--- config.mk ---
export PLATFORM = sky130hd
export DESIGN_NAME = saddr_classify
export DESIGN_NICKNAME = d
export VERILOG_FILES = /design/src/rtl/saddr_pkg.sv /design/src/rtl/saddr_classify.sv
export SDC_FILE = /design/constraint.sdc
export NUM_CORES = 1
export LEC_CHECK = 0
export CAP_MARGIN = 15
export CORE_MARGIN = 4
export CORE_UTILIZATION = 39
export DETAILED_ROUTE_END_ITERATION = 10
export PLACE_DENSITY = 0.93
export RECOVER_POWER = 50
export SETUP_SLACK_MARGIN = 0.2
export SLEW_MARGIN = 25
export SYNTH_ARGS = -nofsm -noshare
export SYNTH_HDL_FRONTEND = slang
export SYNTH_SLANG_ARGS = --single-unit
export TNS_END_PERCENT = 5
--- constraint.sdc ---
create_clock -name vclk -period 3.9
set_clock_uncertainty 0.05 [all_clocks]
set_input_delay 0.585 -clock vclk [all_inputs]
set_output_delay 0.585 -clock vclk [all_outputs]
set_load 0.03 [all_outputs]
--- src/rtl/saddr_pkg.sv ---
package saddr_pkg;
  localparam int unsigned DEF_ADDR_W    = 24;
  localparam int unsigned DEF_PAGE_LSB  = 11;
  localparam int unsigned DEF_MAX_BYTES = 16;

  // Outcome of one access, used inside the classifier.
  typedef enum logic [1:0] {
    OUTC_OK   = 2'd0,
    OUTC_TERM = 2'd1,
    OUTC_SUPP = 2'd2
  } outcome_e;
endpackage

--- src/rtl/saddr_classify.sv ---
module saddr_classify
  import saddr_pkg::*;
#(
  parameter int unsigned MAX_BYTES = 16
) (
  input  logic                 clk,
  input  logic                 rst_n,
  input  logic                 ifetch,
  input  logic                 store_only,
  input  logic                 always_supp,
  input  logic [MAX_BYTES-1:0] in_len,
  input  logic [MAX_BYTES-1:0] in_next,
  input  logic                 ok_cur,
  input  logic                 ok_nxt,
  output logic                 invalid,
  output logic                 suppress,
  output logic [MAX_BYTES-1:0] byte_we
);
  logic [MAX_BYTES-1:0] byte_ok;
  logic [MAX_BYTES-1:0] bad;
  logic                 all_bad;
  outcome_e             outc;

  for (genvar i = 0; i < MAX_BYTES; i++) begin : g_ok
    always_comb byte_ok[i] = in_next[i] ? ok_nxt : ok_cur;
  end

  always_comb begin
    bad     = in_len & ~byte_ok;
    all_bad = (bad == in_len);
    if (bad == '0)
      outc = OUTC_OK;
    else if (ifetch || always_supp || (store_only && all_bad))
      outc = OUTC_SUPP;
    else
      outc = OUTC_TERM;
    invalid  = (outc != OUTC_OK);
    suppress = (outc == OUTC_SUPP);
    if (store_only && !ifetch && (outc != OUTC_SUPP))
      byte_we = in_len & byte_ok;
    else
      byte_we = '0;
  end


  supp_needs_invalid_chk: assert property (@(posedge clk) disable iff (!rst_n)
    suppress |-> invalid);


  we_within_len_chk: assert property (@(posedge clk) disable iff (!rst_n)
    (byte_we & ~in_len) == '0);


  we_needs_store_chk: assert property (@(posedge clk) disable iff (!rst_n)
    (byte_we != '0) |-> (store_only && !ifetch && !suppress));
endmodule

==> results.py, run 1 <==
metrics = {
    "sta": {
        "fmax_ghz": 0.261,
        "drv_slew": 0,
        "finalSetupViolations": 0,
        "fin_crit_ps": 3830,
        "hold_violations": 0,
        "post-route-period-util_pct": 98.3,
        "tightest_slew_ps": 429,
        "rsz0062_at_grt": "yes",
        "maxSlewHeadroom_pct": 71.4,
        "fin_tns_setup_ps": 0,
        "worst_hold_slack_ps": 1890,
    },
    "logic_synthesis": {
        "synth_top_area_cell": "nand2_1",
        "synth.distinct_cells": 28,
        "yosys.area.top_type_share_pct": 16.5,
        "synthTopCellsByArea": "nand2_1, a21oi_2, nor2b_1",
        "synth.net_count": 155,
        "synthesis.area_um2": 749,
        "synth_warnings": 0,
        "avgSynthCellArea_um2": 6.46,
        "postSynthCellCount": 116,
        "yosysSeqAreaShare_pct": 0,
    },
    "pwr": {
        "p_leak_uw": 0.000619,
        "power_density_nw_per_um2": 102,
        "ir_worst_vdd_mv": 0.0482,
    },
    "global_routing": {
        "grt_max_degree": 15,
        "grt_pass1_vias": 968,
        "grt_pass1_wl_mm": 4.24,
        "grt_overflow": 0,
        "grt_usage_pct": 19.3,
        "antenna_found_initial": 0,
    },
    "route": {
        "wire_per_inst_um": 13.6,
        "vias": 1058,
        "drc": 0,
        "via_per_inst": 5.37,
        "drtAntennaViolNets": 0,
        "drt-total-wl_mm": 2.68,
        "drt_pass1_iterations": 4,
        "drt_iter0_drc": 27,
    },
    "outcome": {
        "run_status": "complete, no violations",
    },
    "worst_setup_path": {
        "critPathKind": "in2out",
        "cp-startpoint": "in_len[8]",
        "crit_fanout": 8,
        "required_ps": 3260,
        "cp-end-kind": "output port",
        "cp_data_arrival_time_ps": 3200,
        "start_kind": "input port",
    },
    "layout": {
        "fin_nets": 213,
        "synthToLayoutAreaGrowth_pct": 74.5,
        "nClkBuffers": 0,
        "fin_util_pct": 74.1,
        "fin_area_um2": 1310,
        "multiInputGateArea_um2": 674,
        "seq_cells": 0,
        "nFillCells": 157,
        "layout-drive-gt1-share_pct": 14.0,
        "seq_area_um2": 0,
        "n_antenna_cell": 0,
    },
    "placement": {
        "gp_congestion": 0.811,
        "io_buffer_count": 55,
        "placed_cell_area_um2": 1330,
        "dp_hpwl_mm": 2.21,
    },
    "floorplan": {
        "start_util_pct": 42.5,
        "core_um2": 1760,
        "dieArea_um2": 2690,
        "die_y_um": 51.8,
        "io_pins": 57,
        "die_x_um": 51.8,
        "std_cell_rows": 15,
    },
    "clock_network": {
        "cts_hold_buf": 0,
        "post_cts_buffers": 0,
    },
    "hold_path": {
        "hp-class": "in2out",
        "min_from": "in_len[9]",
    },
    "flow_run": {
        "maxCapViolations": 0,
    },
}
[layout by cell type, fill, tap and decap left out, types with 2 or more instances in the layout]
cell             instances
a2111oi_2                3
a21oi_1                  7
a21oi_2                 10
a22oi_1                  6
buf_4                    6
clkbuf_1                 7
clkdlybuf4s50_1         39
dlymetal6s2s_1           8
inv_1                    7
nand2_1                 33
nor2b_1                 13
o21ai_0                 14
o31ai_4                  2
[metrics by stage]
stage	instances	worst slack, ps	power (uW)
after floorplan	116	897	68.5
after global placement	197	131	132
after detailed placement	197	-6.03	135
after CTS	197	11.9	136
after global routing	197	-72.5	144
final	197	68.2	133
[area by class of cell]
cell class / count / share of cell area, %
multi-input combinational: 103 / 51.6
timing repair buffer: 61 / 43.7
inverter: 8 / 2.30
tap: 25 / 2.39
[power breakdown]
| group | switching, uW | internal [uW] | leakage (uW) | total, uW |
|---|---|---|---|---|
| sequential | 0 | 0 | 0 | 0 |
| combinational | 66.2 | 66.5 | 0.000619 | 133 |
| clock | 0 | 0 | 0 | 0 |
[synth_stat cells (all sizes together), types with 2 or more instances]
master,count
o21ai,14
a21oi,17
inv,7
nor2b,13
a2111oi,3
a22oi,6
o31ai,2
nand4b,2
mux2,2
clkbuf,2
buf,3
nand2,33
[final timing paths]
kind          end  cells after the start
max   byte_we[15]                      8
min    byte_we[9]                      4
[critical path, stage by stage]
cell             delay, ps
clkdlybuf4s50_1        450
a222oi_1               480
nand2_1                170
o31ai_4                320
nand4b_4               160
buf_4                  210
a21oi_1                140
clkdlybuf4s50_1        680
[metal layers]
layer | vias up | global-route usage [%] | wire, um
met5 | - | 0 | 0
met4 | 0 | 1.31 | 19
met3 | 2 | 1.43 | 198
met2 | 49 | 37.0 | 1330
met1 | 470 | 23.9 | 1130
li1 | 537 | - | -
[logic make-up after synthesis]
| logic type | after synthesis | synth area share, % |
|---|---|---|
| buffers and inverters | 13 | 10.0 |
| AOI/OAI and AO/OA | 49 | 51.3 |
| muxes | 3 | 4.84 |
| and+or+nand+nor | 51 | 33.9 |
[repair_timing]
action                     4_1_cts  5_1_grt
pin swaps                        0        0
resized for setup                1       16
setup endpoints to repair       15       17
Power figures use the tool's default switching activity.
==> inputs of run 2 (changes only) <==
Settings changed: CAP_MARGIN 15 to 20, CORE_ASPECT_RATIO set to 1.1.
==> run 2 against run 1 <==
Net effect: utilization down 2.6 points; via count increased by 1.8%; design area fell by 1.4%; global-route usage increased by 1.7 points; total power rose by 1.4%; critical path depth is the same; fmax fell by 0.51%; worst setup slack got worse by 20 ps; die area about the same; first-iteration DRC count shrank 3.7%; wire length up 7.5%; count of clock-buffer cells in the layout unchanged; critical endpoint is now byte_we[12].
==> results.py, run 2 (same netlist as run 1, synthesis figures left out) <==
metrics = {
    "pwr": {
        "total_power_uw": 135,
        "sw_frac_of_total_pct": 50.8,
        "share_comb_of_total_power_pct": 100.0,
        "p_sw_uw": 68.3,
        "pwr-share-seq_pct": 0,
        "p_clk_share_pct": 0,
        "power_density_nw_per_um2": 104,
        "p_leak_uw": 0.000602,
        "intPower_uw": 66.2,
        "ir_worst_vdd_mv": 0.0530,
    },
    "worst_setup_path": {
        "max_stage_delay_ps": 690,
        "required_ps": 3260,
        "cp_common_cell": "clkdlybuf4s50_1",
        "worstPathCellList": "clkdlybuf4s50_1 -> a222oi_1 -> nand2_1 -> o31ai_4 -> nand4b_4 -> buf_4 -> a21oi_1 -> clkdlybuf4s50_1",
        "start_kind": "input port",
        "cp-end-kind": "output port",
        "crit_fanout": 8,
        "critPathKind": "in2out",
        "cp_data_arrival_time_ps": 3220,
        "critical-path-slowest-cell": "clkdlybuf4s50_1",
    },
    "clock_network": {
        "cts_hold_buf": 0,
    },
    "floorplan": {
        "core_um2": 1800,
        "die_y_um": 54.0,
        "die_x_um": 49.8,
        "dieArea_um2": 2690,
        "std_cell_rows": 16,
        "start_util_pct": 41.6,
        "io_pins": 57,
    },
    "flow_run": {
        "maxCapViolations": 0,
    },
    "placement": {
        "dp.cells": 190,
        "gp_congestion": 0.810,
        "post-place-ws_ps": 37.4,
        "dp_hpwl_mm": 2.35,
        "io_buffer_count": 55,
    },
    "sta": {
        "post-route-period-util_pct": 98.8,
        "rsz0062_at_grt": "yes",
        "fin_crit_ps": 3850,
        "tightest_slew_ps": 449,
        "hold_violations": 0,
        "maxSlewHeadroom_pct": 70.1,
        "worst_hold_slack_ps": 1880,
        "finalSetupViolations": 0,
        "fin_ws_ps": 48.4,
        "fmax_ghz": 0.260,
        "fin_tns_setup_ps": 0,
        "drv_slew": 0,
    },
    "layout": {
        "final_cell_mix": "clkdlybuf4s50_1, nand2_1, o21ai_0",
        "final_common_cell": "clkdlybuf4s50_1",
        "synthToLayoutAreaGrowth_pct": 72.0,
        "layout-drive-gt1-share_pct": 14.0,
        "n_antenna_cell": 0,
        "seq_area_um2": 0,
        "nClkBuffers": 0,
        "fin_nets": 213,
        "seq_cells": 0,
        "instances_no_fill": 190,
    },
    "route": {
        "drc": 0,
        "via_per_inst": 5.67,
        "drt_pass1_iterations": 4,
        "drt-total-wl_mm": 2.88,
        "vias": 1077,
        "wire_per_inst_um": 15.2,
        "drt_iter0_drc": 26,
        "drtAntennaViolNets": 0,
    },
    "global_routing": {
        "grt_overflow": 0,
        "grt_usage_pct": 21.0,
        "grt_pass1_vias": 1038,
        "antenna_found_initial": 0,
        "grt_max_degree": 15,
        "grt_pass1_wl_mm": 4.56,
    },
    "hold_path": {
        "hp-class": "in2out",
        "holdPathStages": 4,
    },
    "outcome": {
        "run_status": "complete, no violations",
    },
}
## run 2: changes by cell type in the layout (fill, tap and decap cells not counted)
| cell | before | now |
|---|---|---|
| dlygate4sd2_1 | 0 | 1 |
| clkdlybuf4s15_1 | 1 | 0 |
| clkbuf_1 | 7 | 8 |
| dlymetal6s2s_1 | 8 | 7 |
## run 2: power by group through the flow
| stage | Sequential [uW] | Clock (uW) | Combinational [uW] |
|---|---|---|---|
| after floorplan | 0 | 0 | 68.5 |
| after global placement | 0 | 0 | 132 |
| after detailed placement | 0 | 0 | 137 |
| after CTS | 0 | 0 | 138 |
| after global routing | 0 | 0 | 145 |
| final | 0 | 0 | 135 |
## run 2: stage by stage
| step | util (%) | instance area, um2 |
|---|---|---|
| finish | 71.5 | 1290 |
| CTS | 73.3 | 1320 |
| detailed placement | 73.4 | 1320 |
| floorplan | - | 749 |
| global route | 71.5 | 1290 |
| global placement | 73.4 | 1320 |
## run 2: worst paths after layout
check | from | slack [ps] | endpoint
min | in_len[14] | 1880 | byte_we[14]
max | in_next[8] | 50 | byte_we[12]
## run 2: cell type report
type	count	area [um2]
fill	152	513
inverter	8	30.0
multi-input combinational	103	674
tap	18	22.5
timing repair buffer	61	562
## run 2: worst max-delay path, delay by kind of cell
kind                   cells  cell delay, ps
and+or+nand+nor            2             330
buffers and inverters      3            1360
AOI/OAI and AO/OA          3             960
## run 2: layer usage
metal  vias up  share of wire [%]  GRT usage [%]  routed length [um]
li1        530                  -              -                   -
met1       491                 42           23.3                1200
met3         2                8.2           4.71                 237
met2        54                 50           41.6                1430
met5         -                  0              0                   0
met4         0               0.31           3.23                   9
## run 2: timing repair
| action | CTS | global route |
|---|---|---|
| endpoints found under the setup margin | 16 | 16 |
| setup buffers | 0 | 0 |
| resized for setup | 1 | 15 |
==> inputs of run 3 (changes only) <==
Settings changed: CORE_ASPECT_RATIO 1.1 to 1.2, GPL_ROUTABILITY_DRIVEN set to 0, MAX_ROUTING_LAYER set to met4.
==> run 3 against run 2 <==
Net effect: sequential share of layout area stayed put; fmax rose by 8.5%; sequential cell count unchanged; critical path depth shrank 1; count of clock-buffer cells in the layout stayed put; combinational power about the same; non-clock buffer count is 1 lower; wire length fell by 4.9%; die area hardly changed; worst setup slack better by 300 ps.
==> results.py, run 3 (same netlist as run 1, synthesis figures left out) <==
metrics = {
    "sta": {
        "finalSetupViolations": 0,
        "tightest_slew_ps": 431,
        "post-route-period-util_pct": 91.1,
        "hold_violations": 0,
        "drv_slew": 0,
        "fmax_ghz": 0.282,
        "rsz0062_at_grt": "no",
        "fin_tns_setup_ps": 0,
        "maxSlewHeadroom_pct": 71.3,
        "fin_crit_ps": 3550,
    },
    "clock_network": {
        "cts_hold_buf": 0,
    },
    "layout": {
        "final_common_cell": "clkdlybuf4s50_1",
        "seq_area_um2": 0,
        "fin_util_pct": 69.6,
        "multiInputGateArea_um2": 674,
        "n_antenna_cell": 0,
        "seq_cells": 0,
        "nClkBuffers": 0,
        "fin_nets": 212,
        "final_cell_mix": "clkdlybuf4s50_1, nand2_1, o21ai_0",
        "synthToLayoutAreaGrowth_pct": 69.9,
        "layout-drive-gt1-share_pct": 13.5,
        "nFillCells": 151,
    },
    "route": {
        "drt_pass1_iterations": 4,
        "drt_iter0_drc": 33,
        "vias": 1072,
        "via_per_inst": 5.64,
        "drtAntennaViolNets": 0,
        "drc": 0,
        "wire_per_inst_um": 14.4,
        "drt-total-wl_mm": 2.74,
    },
    "worst_setup_path": {
        "critPathTopFamily": "buffers and inverters",
        "cp_common_cell": "clkdlybuf4s50_1",
        "critPathKind": "in2out",
        "required_ps": 3260,
        "critical-path-slowest-cell": "clkdlybuf4s50_1",
        "max_stage_delay_ps": 660,
        "start_kind": "input port",
        "worstPathCellList": "clkdlybuf4s50_1 -> a222oi_1 -> a21oi_1 -> nand4b_1 -> nor3_1 -> o32a_1 -> clkdlybuf4s50_1",
        "cp-end-kind": "output port",
        "cp_data_arrival_time_ps": 2920,
        "cp_num_buf_inv": 2,
        "crit_fanout": 4,
    },
    "floorplan": {
        "core_um2": 1830,
        "dieArea_um2": 2690,
        "die_y_um": 56.0,
        "start_util_pct": 41.0,
        "die_x_um": 48.0,
        "io_pins": 57,
        "std_cell_rows": 17,
    },
    "global_routing": {
        "grt_pass1_wl_mm": 3.93,
        "grt_max_degree": 16,
        "grt_usage_pct": 18.5,
        "grt_overflow": 0,
        "antenna_found_initial": 0,
        "grt_pass1_vias": 980,
    },
    "pwr": {
        "intPower_uw": 66.2,
        "ir_worst_vdd_mv": 0.0493,
        "p_sw_uw": 66.6,
        "sw_frac_of_total_pct": 50.2,
        "p_leak_uw": 0.000578,
        "pwr-share-seq_pct": 0,
        "p_clk_share_pct": 0,
        "power_density_nw_per_um2": 104,
        "share_comb_of_total_power_pct": 100.0,
    },
    "placement": {
        "dp_hpwl_mm": 2.12,
        "io_buffer_count": 55,
    },
    "outcome": {
        "run_status": "complete, no violations",
    },
    "flow_run": {
        "maxCapViolations": 0,
    },
    "hold_path": {
        "hp-class": "in2out",
    },
}
run 3: worst paths after layout:
| check | startpoint | end | slack [ps] | depth (start not counted) |
|---|---|---|---|---|
| worst max-delay path | in_next[8] | suppress | 350 | 7 |
| worst min-delay path | in_len[0] | byte_we[0] | 1870 | 4 |
run 3: stage by stage:
stage | cells | hold slack, ps | instance area (um2) | total power [uW] | setup slack (ps)
finish | 190 | 1870 | 1270 | 133 | 349
global route | 190 | 1890 | 1270 | 143 | 223
CTS | 190 | 2020 | 1320 | 135 | 100
detailed placement | 190 | 2240 | 1320 | 134 | 108
global placement | 190 | 2240 | 1320 | 131 | 140
floorplan | 116 | 1250 | 749 | 68.5 | 897
run 3: metal layers:
metal  up-vias  global-route usage, %  part of all wire [%]
li1        531                      -                     -
met1       489                   22.9                    39
met2        52                   32.1                    51
met3         0                   1.62                    11
met4         0                   2.31                     0
met5         -                      -                     0
run 3: cell type report:
type               count  share of cell area (%)
multi-input cells    103                    52.9
inverters              8                    2.36
well taps             19                    1.87
repair buffers        60                    42.8
run 3: worst min-delay path: stages:
cell,delay (ps)
clkdlybuf4s50_1,430
nand2_1,80
a21oi_2,30
clkbuf_1,200
run 3: power groups by stage:
stage	Clock [uW]	Sequential, uW	Combinational [uW]
2_1_floorplan	0	0	68.5
3_3_place_gp	0	0	131
3_5_place_dp	0	0	134
4_1_cts	0	0	135
5_1_grt	0	0	143
6_report	0	0	133
run 3: what timing repair did:
action,in CTS,in global routing
endpoints found under the setup margin,16,15
gates resized for setup,1,15
cloned,0,0
setup buffers,0,0
